## src/rtl/boothWallacePkg.sv

```systemverilog
package boothWallacePkg;

  typedef struct packed {
    logic nonZero;
    logic negate;
  } boothDigitT;

  function automatic int rowsAtLevel(input int startRows, input int level);
    int r;
    r = startRows;
    for (int l = 0; l < level; l++) begin
      if (r > 2) r = (r / 3) * 2 + (r % 3);
    end
    return r;
  endfunction

  function automatic int treeLevels(input int startRows);
    int r;
    int l;
    r = startRows;
    l = 0;
    while (r > 2) begin
      r = (r / 3) * 2 + (r % 3);
      l++;
    end
    return l;
  endfunction

endpackage

```

## src/rtl/boothRecoder.sv

```systemverilog
module boothRecoder
  import boothWallacePkg::*;
#(
  parameter int WIDTH = 8
) (
  input  logic [WIDTH-1:0]       multiplier,
  output boothDigitT [WIDTH-1:0] digits
);

  for (genvar i = 0; i < WIDTH; i++) begin : g_digit
    logic lowerBit;
    if (i == 0) begin : g_first
      assign lowerBit = 1'b0;
    end else begin : g_rest
      assign lowerBit = multiplier[i-1];
    end
    assign digits[i].nonZero = multiplier[i] ^ lowerBit;
    assign digits[i].negate  = multiplier[i] & ~lowerBit;
  end

endmodule

```

## src/rtl/csaRow.sv

```systemverilog
module csaRow #(
  parameter int W = 16
) (
  input  logic [W-1:0] a,
  input  logic [W-1:0] b,
  input  logic [W-1:0] c,
  output logic [W-1:0] sum,
  output logic [W-1:0] carry
);

  assign sum = a ^ b ^ c;
  assign carry[0] = 1'b0;

  for (genvar k = 1; k < W; k++) begin : g_maj
    assign carry[k] = (a[k-1] & b[k-1]) | (a[k-1] & c[k-1]) | (b[k-1] & c[k-1]);
  end

endmodule

```

## src/rtl/prefixAdder.sv

```systemverilog
module prefixAdder #(
  parameter int W = 16
) (
  input  logic [W-1:0] opA,
  input  logic [W-1:0] opB,
  output logic [W-1:0] sum
);

  localparam int STAGES = (W > 1) ? $clog2(W) : 1;

  logic [W-1:0] genArr [STAGES+1];
  logic [W-1:0] propArr[STAGES+1];

  assign genArr[0]  = opA & opB;
  assign propArr[0] = opA ^ opB;

  for (genvar s = 0; s < STAGES; s++) begin : g_stage
    localparam int DIST = 1 << s;
    for (genvar i = 0; i < W; i++) begin : g_bit
      if (i >= DIST) begin : g_merge
        assign genArr[s+1][i]  = genArr[s][i] | (propArr[s][i] & genArr[s][i-DIST]);
        assign propArr[s+1][i] = propArr[s][i] & propArr[s][i-DIST];
      end else begin : g_pass
        assign genArr[s+1][i]  = genArr[s][i];
        assign propArr[s+1][i] = propArr[s][i];
      end
    end
  end

  assign sum[0] = propArr[0][0];
  for (genvar i = 1; i < W; i++) begin : g_sum
    assign sum[i] = propArr[0][i] ^ genArr[STAGES][i-1];
  end

endmodule

```

## src/rtl/ppDatapath.sv

```systemverilog
module ppDatapath
  import boothWallacePkg::*;
#(
  parameter int WIDTH = 8
) (
  input  logic [WIDTH-1:0]       multiplicand,
  input  boothDigitT [WIDTH-1:0] digits,
  output logic [2*WIDTH-1:0]     product
);

  localparam int PW     = 2 * WIDTH;
  localparam int LEVELS = treeLevels(WIDTH);

  logic [PW-1:0] mdExt;
  logic [PW-1:0] mdNeg;
  logic [PW-1:0] rows [LEVELS+1][WIDTH];

  assign mdExt = {{WIDTH{multiplicand[WIDTH-1]}}, multiplicand};
  assign mdNeg = ~mdExt + {{(PW-1){1'b0}}, 1'b1};

  for (genvar i = 0; i < WIDTH; i++) begin : g_pp
    logic [PW-1:0] picked;
    assign picked = digits[i].nonZero ? (digits[i].negate ? mdNeg : mdExt) : '0;
    assign rows[0][i] = picked << i;
  end

  for (genvar lv = 0; lv < LEVELS; lv++) begin : g_level
    localparam int R   = rowsAtLevel(WIDTH, lv);
    localparam int T   = R / 3;
    localparam int REM = R % 3;
    localparam int NR  = T * 2 + REM;

    for (genvar g = 0; g < WIDTH / 3; g++) begin : g_csa
      if (g < T) begin : g_use
        csaRow #(.W(PW)) u_csa (
          .a    (rows[lv][3*g]),
          .b    (rows[lv][3*g+1]),
          .c    (rows[lv][3*g+2]),
          .sum  (rows[lv+1][2*g]),
          .carry(rows[lv+1][2*g+1])
        );
      end
    end

    for (genvar k = 0; k < 3; k++) begin : g_pass
      if (k < REM) begin : g_use
        assign rows[lv+1][2*T+k] = rows[lv][3*T+k];
      end
    end

    for (genvar u = 0; u < WIDTH; u++) begin : g_fill
      if (u >= NR) begin : g_zero
        assign rows[lv+1][u] = '0;
      end
    end
  end

  prefixAdder #(.W(PW)) u_add (
    .opA(rows[LEVELS][0]),
    .opB(rows[LEVELS][1]),
    .sum(product)
  );

endmodule

```

## src/rtl/boothWallaceMul.sv

```systemverilog
module boothWallaceMul
  import boothWallacePkg::*;
#(
  parameter int WIDTH   = 8,
  parameter bit OUT_REG = 1'b1
) (
  input  logic               clk,
  input  logic               rstN,
  input  logic               inValid,
  input  logic [WIDTH-1:0]   multiplicand,
  input  logic [WIDTH-1:0]   multiplier,
  output logic               outValid,
  output logic [2*WIDTH-1:0] product
);

  localparam int PW = 2 * WIDTH;

  boothDigitT [WIDTH-1:0] digits;
  logic [PW-1:0]          comboProduct;

  boothRecoder #(.WIDTH(WIDTH)) u_rec (
    .multiplier(multiplier),
    .digits    (digits)
  );

  ppDatapath #(.WIDTH(WIDTH)) u_dp (
    .multiplicand(multiplicand),
    .digits      (digits),
    .product     (comboProduct)
  );

  if (OUT_REG) begin : g_reg
    logic [PW-1:0] productQ;
    logic          validQ;
    always_ff @(posedge clk or negedge rstN) begin
      if (!rstN) begin
        productQ <= '0;
        validQ   <= 1'b0;
      end else begin
        validQ <= inValid;
        if (inValid) productQ <= comboProduct;
      end
    end
    assign product  = productQ;
    assign outValid = validQ;
  end else begin : g_comb
    assign product  = comboProduct;
    assign outValid = inValid;
  end

endmodule

```

## config.mk

```make
export PLATFORM = sky130hd
export DESIGN_NAME = boothWallaceMul
export DESIGN_NICKNAME = d
export VERILOG_FILES = /design/src/rtl/boothWallacePkg.sv /design/src/rtl/boothRecoder.sv /design/src/rtl/csaRow.sv /design/src/rtl/prefixAdder.sv /design/src/rtl/ppDatapath.sv /design/src/rtl/boothWallaceMul.sv
export SDC_FILE = /design/constraint.sdc
export NUM_CORES = 1
export LEC_CHECK = 0
export ABC_AREA = 1
export BUFFER_PORTS_ARGS = -buffer_cell sky130_fd_sc_hd__buf_2
export CAP_MARGIN = 10
export CORE_ASPECT_RATIO = 0.8
export CORE_UTILIZATION = 47
export DETAILED_ROUTE_END_ITERATION = 7
export PLACE_DENSITY = 0.67
export SLEW_MARGIN = 30
export SYNTH_ARGS = -nofsm -noshare
export SYNTH_HDL_FRONTEND = slang
export SYNTH_HIERARCHICAL = 1
export SYNTH_SLANG_ARGS = --single-unit
```

## constraint.sdc

```tcl
create_clock -name clk -period 0.8 [get_ports clk]
set_clock_uncertainty 0.2 [all_clocks]
set_input_delay 0 -clock clk [delete_from_list [all_inputs] [get_ports clk]]
set_output_delay 0 -clock clk [all_outputs]
set_load 0.01 [all_outputs]
```

==> impl_table.tex <==
\begin{tabular}{lr}
\hline
Metric & Value \\
\hline
\multicolumn{2}{l}{\textbf{Clock tree}} \\
Cell at the root of the clock tree & sky130\_fd\_sc\_hd\_\_clkbuf\_16 \\
Number of clock buffers inserted by TritonCTS & 3 \\
Maximum buffer depth of the clock tree & 2 \\
Reg clk slew, reported paths & roughly 50 ps \\
Hold Buf Count CTS & 1 \\
Skew-Pair Late Insertion Delay & roughly 240 ps \\
Clock tree from TritonCTS & built \\
TritonCTS Sinks & 17 \\
H-Tree Depth & 1 \\
\multicolumn{2}{l}{\textbf{Setup path}} \\
Critical path start-end classification & in2reg \\
Critical path startpoint category & input port \\
Data required time at the worst endpoint & around 730 ps \\
Critical path capture point type & register \\
Maximum fanout count along the critical path & 5 \\
R2R Path Start & product[6] \\
Setup crit start & multiplicand[4] \\
Worst Path Arrival & 3940 ps \\
\multicolumn{2}{l}{\textbf{Place}} \\
Worst setup slack after placement & -3490 ps \\
IO Port Bufs & 35 \\
Estimated wirelength of the detail-placed design & $\sim$11000 um \\
Routability congestion estimate & approximately 0.9 \\
Placed cell area & $\sim$6400 sq um \\
\multicolumn{2}{l}{\textbf{Timing}} \\
Achievable Freq & approximately 250 MHz \\
Setup TNS & -49040 ps \\
Crit path setup slack, layout & -3210 ps \\
Slew at the pin with the worst max-slew slack & a little over 500 ps \\
Setup violators final & 33 \\
Max-slew violation count & 0 \\
Setup repair after global routing missed its margin & true \\
Final period utilization & 501\% \\
Tightest hold margin & -243 ps \\
Worst slew slack as a fraction of its limit & roughly 66\% \\
Time the worst path needs with I/O delays and setup & 4010 ps \\
Final Hold Vio Count & 17 \\
\multicolumn{2}{l}{\textbf{Routing}} \\
Number of design rule violations left after detail routing & 0 \\
Antenna Nets Post-Route & 0 \\
DRC violation total after the first TritonRoute iteration & between 200 and 300 \\
Total routed wirelength & about 14000 um \\
Iteration count of the initial detailed-routing pass & 6 \\
Detail-routed net length per standard cell & roughly 14 um \\
Vias after detailed routing & 4888 \\
Ratio of routed vias to standard cells & between 4 and 5 \\
\multicolumn{2}{l}{\textbf{Cells and area}} \\
Ant. Diodes & 0 \\
Post-layout instance area & approximately 7400 sq um \\
Synth-to-Final Area Change & 44.6\% \\
Share of post-route cells with drive strength above 1 & about 40\% \\
Layout net count & 976 \\
\multicolumn{2}{l}{\textbf{Yosys}} \\
Biggest area contributors in the synthesized netlist & sky130\_fd\_sc\_hd\_\_fa\_1 (36\%), sky130\_fd\_sc\_hd\_\_nand2\_1 (13\%), sky130\_fd\_sc\_hd\_\_dfrtp\_1 (8.3\%) \\
Number of warning messages in the yosys log & 6 \\
Share of the yosys chip area belonging to registers & 8.33\% \\
Leading cell types by count after synthesis & sky130\_fd\_sc\_hd\_\_nand2\_1 (175), sky130\_fd\_sc\_hd\_\_inv\_1 (94), sky130\_fd\_sc\_hd\_\_fa\_1 (91) \\
Portion of synthesized cell area occupied by the leading cell type & around 36\% \\
Summed instance area of the synthesized netlist & 5110 sq um \\
Number of enable flip-flop cells after synthesis & 0 \\
Most frequent cell after synthesis & sky130\_fd\_sc\_hd\_\_nand2\_1 \\
Number of instances in the synthesized netlist & approximately 700 \\
Main flop type after synthesis & sky130\_fd\_sc\_hd\_\_dfrtp\_1 \\
Post-synthesis sequential element count & 17 \\
Post-synth top area cell & sky130\_fd\_sc\_hd\_\_fa\_1 \\
Syn avg cell area & between 7 and 8 sq um \\
Number of different library cells in the post-synthesis netlist & 35 \\
Fraction of synthesis flops using an asynchronous set or reset pin & 100\% \\
\multicolumn{2}{l}{\textbf{Hold path}} \\
Critical hold path startpoint & inValid \\
Tightest Hold Check Type & in2reg \\
\multicolumn{2}{l}{\textbf{Run status}} \\
Violated checks & negative hold slack, negative setup slack \\
Run status & finished with violations \\
\multicolumn{2}{l}{\textbf{GRT}} \\
GRT Total Usage & roughly a quarter \\
Wire length of the first global-routing pass & roughly 23000 um \\
Number of antenna violations at the first check in global routing & 0 \\
Number of global-route vias before repair & between 5000 and 6000 \\
Overflow left after global routing & 0 \\
Maximum number of pins on one net before global-route repair & 21 \\
\multicolumn{2}{l}{\textbf{Die}} \\
DIE HEIGHT & 95.2 um \\
Full die area & $\sim$11000 sq um \\
Core Box Area & 10400 sq um \\
Initial standard-cell utilization of the core & about half \\
Ports & 36 \\
Die Span X & $\sim$120 um \\
Cell row count & 33 \\
\multicolumn{2}{l}{\textbf{Run}} \\
Count of maximum capacitance violations & 0 \\
\hline
\end{tabular}
==> cell type report <==
cell class / instances / area, sq um
Multi-Input combinational cell: 555 / 4910
Fill cell: 827 / 3020
Timing Repair Buffer: 162 / 1360
Inverter: 103 / 437
Sequential cell: 17 / 425
Tap cell: 140 / 175
Clock buffer: 4 / 78.8
==> what timing repair did <==
action                     CTS  global route
hold endpoints to repair    34            15
setup endpoints to repair   33            33
gates resized for setup    119            63
gates cloned                 0             2
pin swaps                   89            45
buffers inserted            18            12
==> layout by cell type (no fill, tap or decap), types with 20 or more instances in the layout <==
cell type                 synthesis  layout
sky130_fd_sc_hd__nand2_1        175     137
sky130_fd_sc_hd__buf_4           11     105
sky130_fd_sc_hd__fa_1            91      78
sky130_fd_sc_hd__inv_1           94      74
sky130_fd_sc_hd__a21oi_1         79      50
sky130_fd_sc_hd__nand2_2         13      38
sky130_fd_sc_hd__o21ai_0         45      35
sky130_fd_sc_hd__conb_1           7      34
sky130_fd_sc_hd__buf_2            6      29
sky130_fd_sc_hd__nand3_1         26      23
sky130_fd_sc_hd__a21oi_2          2      21
sky130_fd_sc_hd__nor2_1          32      20
sky130_fd_sc_hd__inv_2            7      20
==> critical path, stage by stage <==
cell and delay (ps):
sky130_fd_sc_hd__buf_2 140, sky130_fd_sc_hd__nor2_2 160, sky130_fd_sc_hd__nand4_1 190, sky130_fd_sc_hd__nand2_4 190, sky130_fd_sc_hd__buf_12 140, sky130_fd_sc_hd__a21oi_1 90, sky130_fd_sc_hd__fa_2 600, sky130_fd_sc_hd__fa_1 440
sky130_fd_sc_hd__fa_1 500, sky130_fd_sc_hd__fa_1 590, sky130_fd_sc_hd__ha_4 250, sky130_fd_sc_hd__nand2_4 80, sky130_fd_sc_hd__buf_4 110, sky130_fd_sc_hd__nor2_1 40, sky130_fd_sc_hd__a21oi_2 150, sky130_fd_sc_hd__nand2_1 70
sky130_fd_sc_hd__nand2_1 60, sky130_fd_sc_hd__nand2_1 40, sky130_fd_sc_hd__nand2_1 50, sky130_fd_sc_hd__nand2_1 50
==> state kept, by name, indices dropped and copies added (netlist names) <==
name      flops
outValid      1
product      16
==> per-stage QoR <==
stage / cells / util (%)
2_1_floorplan: 708 / -
3_3_place_gp: 944 / 61.2
3_5_place_dp: 944 / 61.2
4_1_cts: 967 / 67.3
5_1_grt: 981 / 71.0
6_report: 981 / 71.0
==> layer usage <==
layer  vias up  track usage [%]  routed length (um)
met5         -                0                   0
met4         0             5.27                 280
met3        23             2.21                 498
met2       108             43.4                6670
met1      2356             34.9                6210
li1       2401                -                   -
==> cell families (layout without fill, tap and decap cells) <==
kind of cell,after synthesis,after routing,share of synthesized area (%)
flops,17,17,8.33
xor+xnor,10,10,2.01
buf+inv,136,269,12.1
fa+ha+maj,115,115,41.5
simple gates,258,258,21.2
other cells,7,34,0.515
compound gates,138,138,14.3
==> final timing paths <==
kind / end / depth (start not counted) / slack (ps)
setup / recovery: product[13] / 20 / -3210
min in group asynchronous: product[0] / 2 / 10
hold reg to reg: product[10] / 2 / 260
setup reg to reg: product[6] / 3 / -110
max in group asynchronous: product[9] / 2 / 100
hold / removal: outValid / 1 / -240
Power is not shown: default switching activity piles up to over one toggle a cycle in this logic, so the estimate is an artifact.
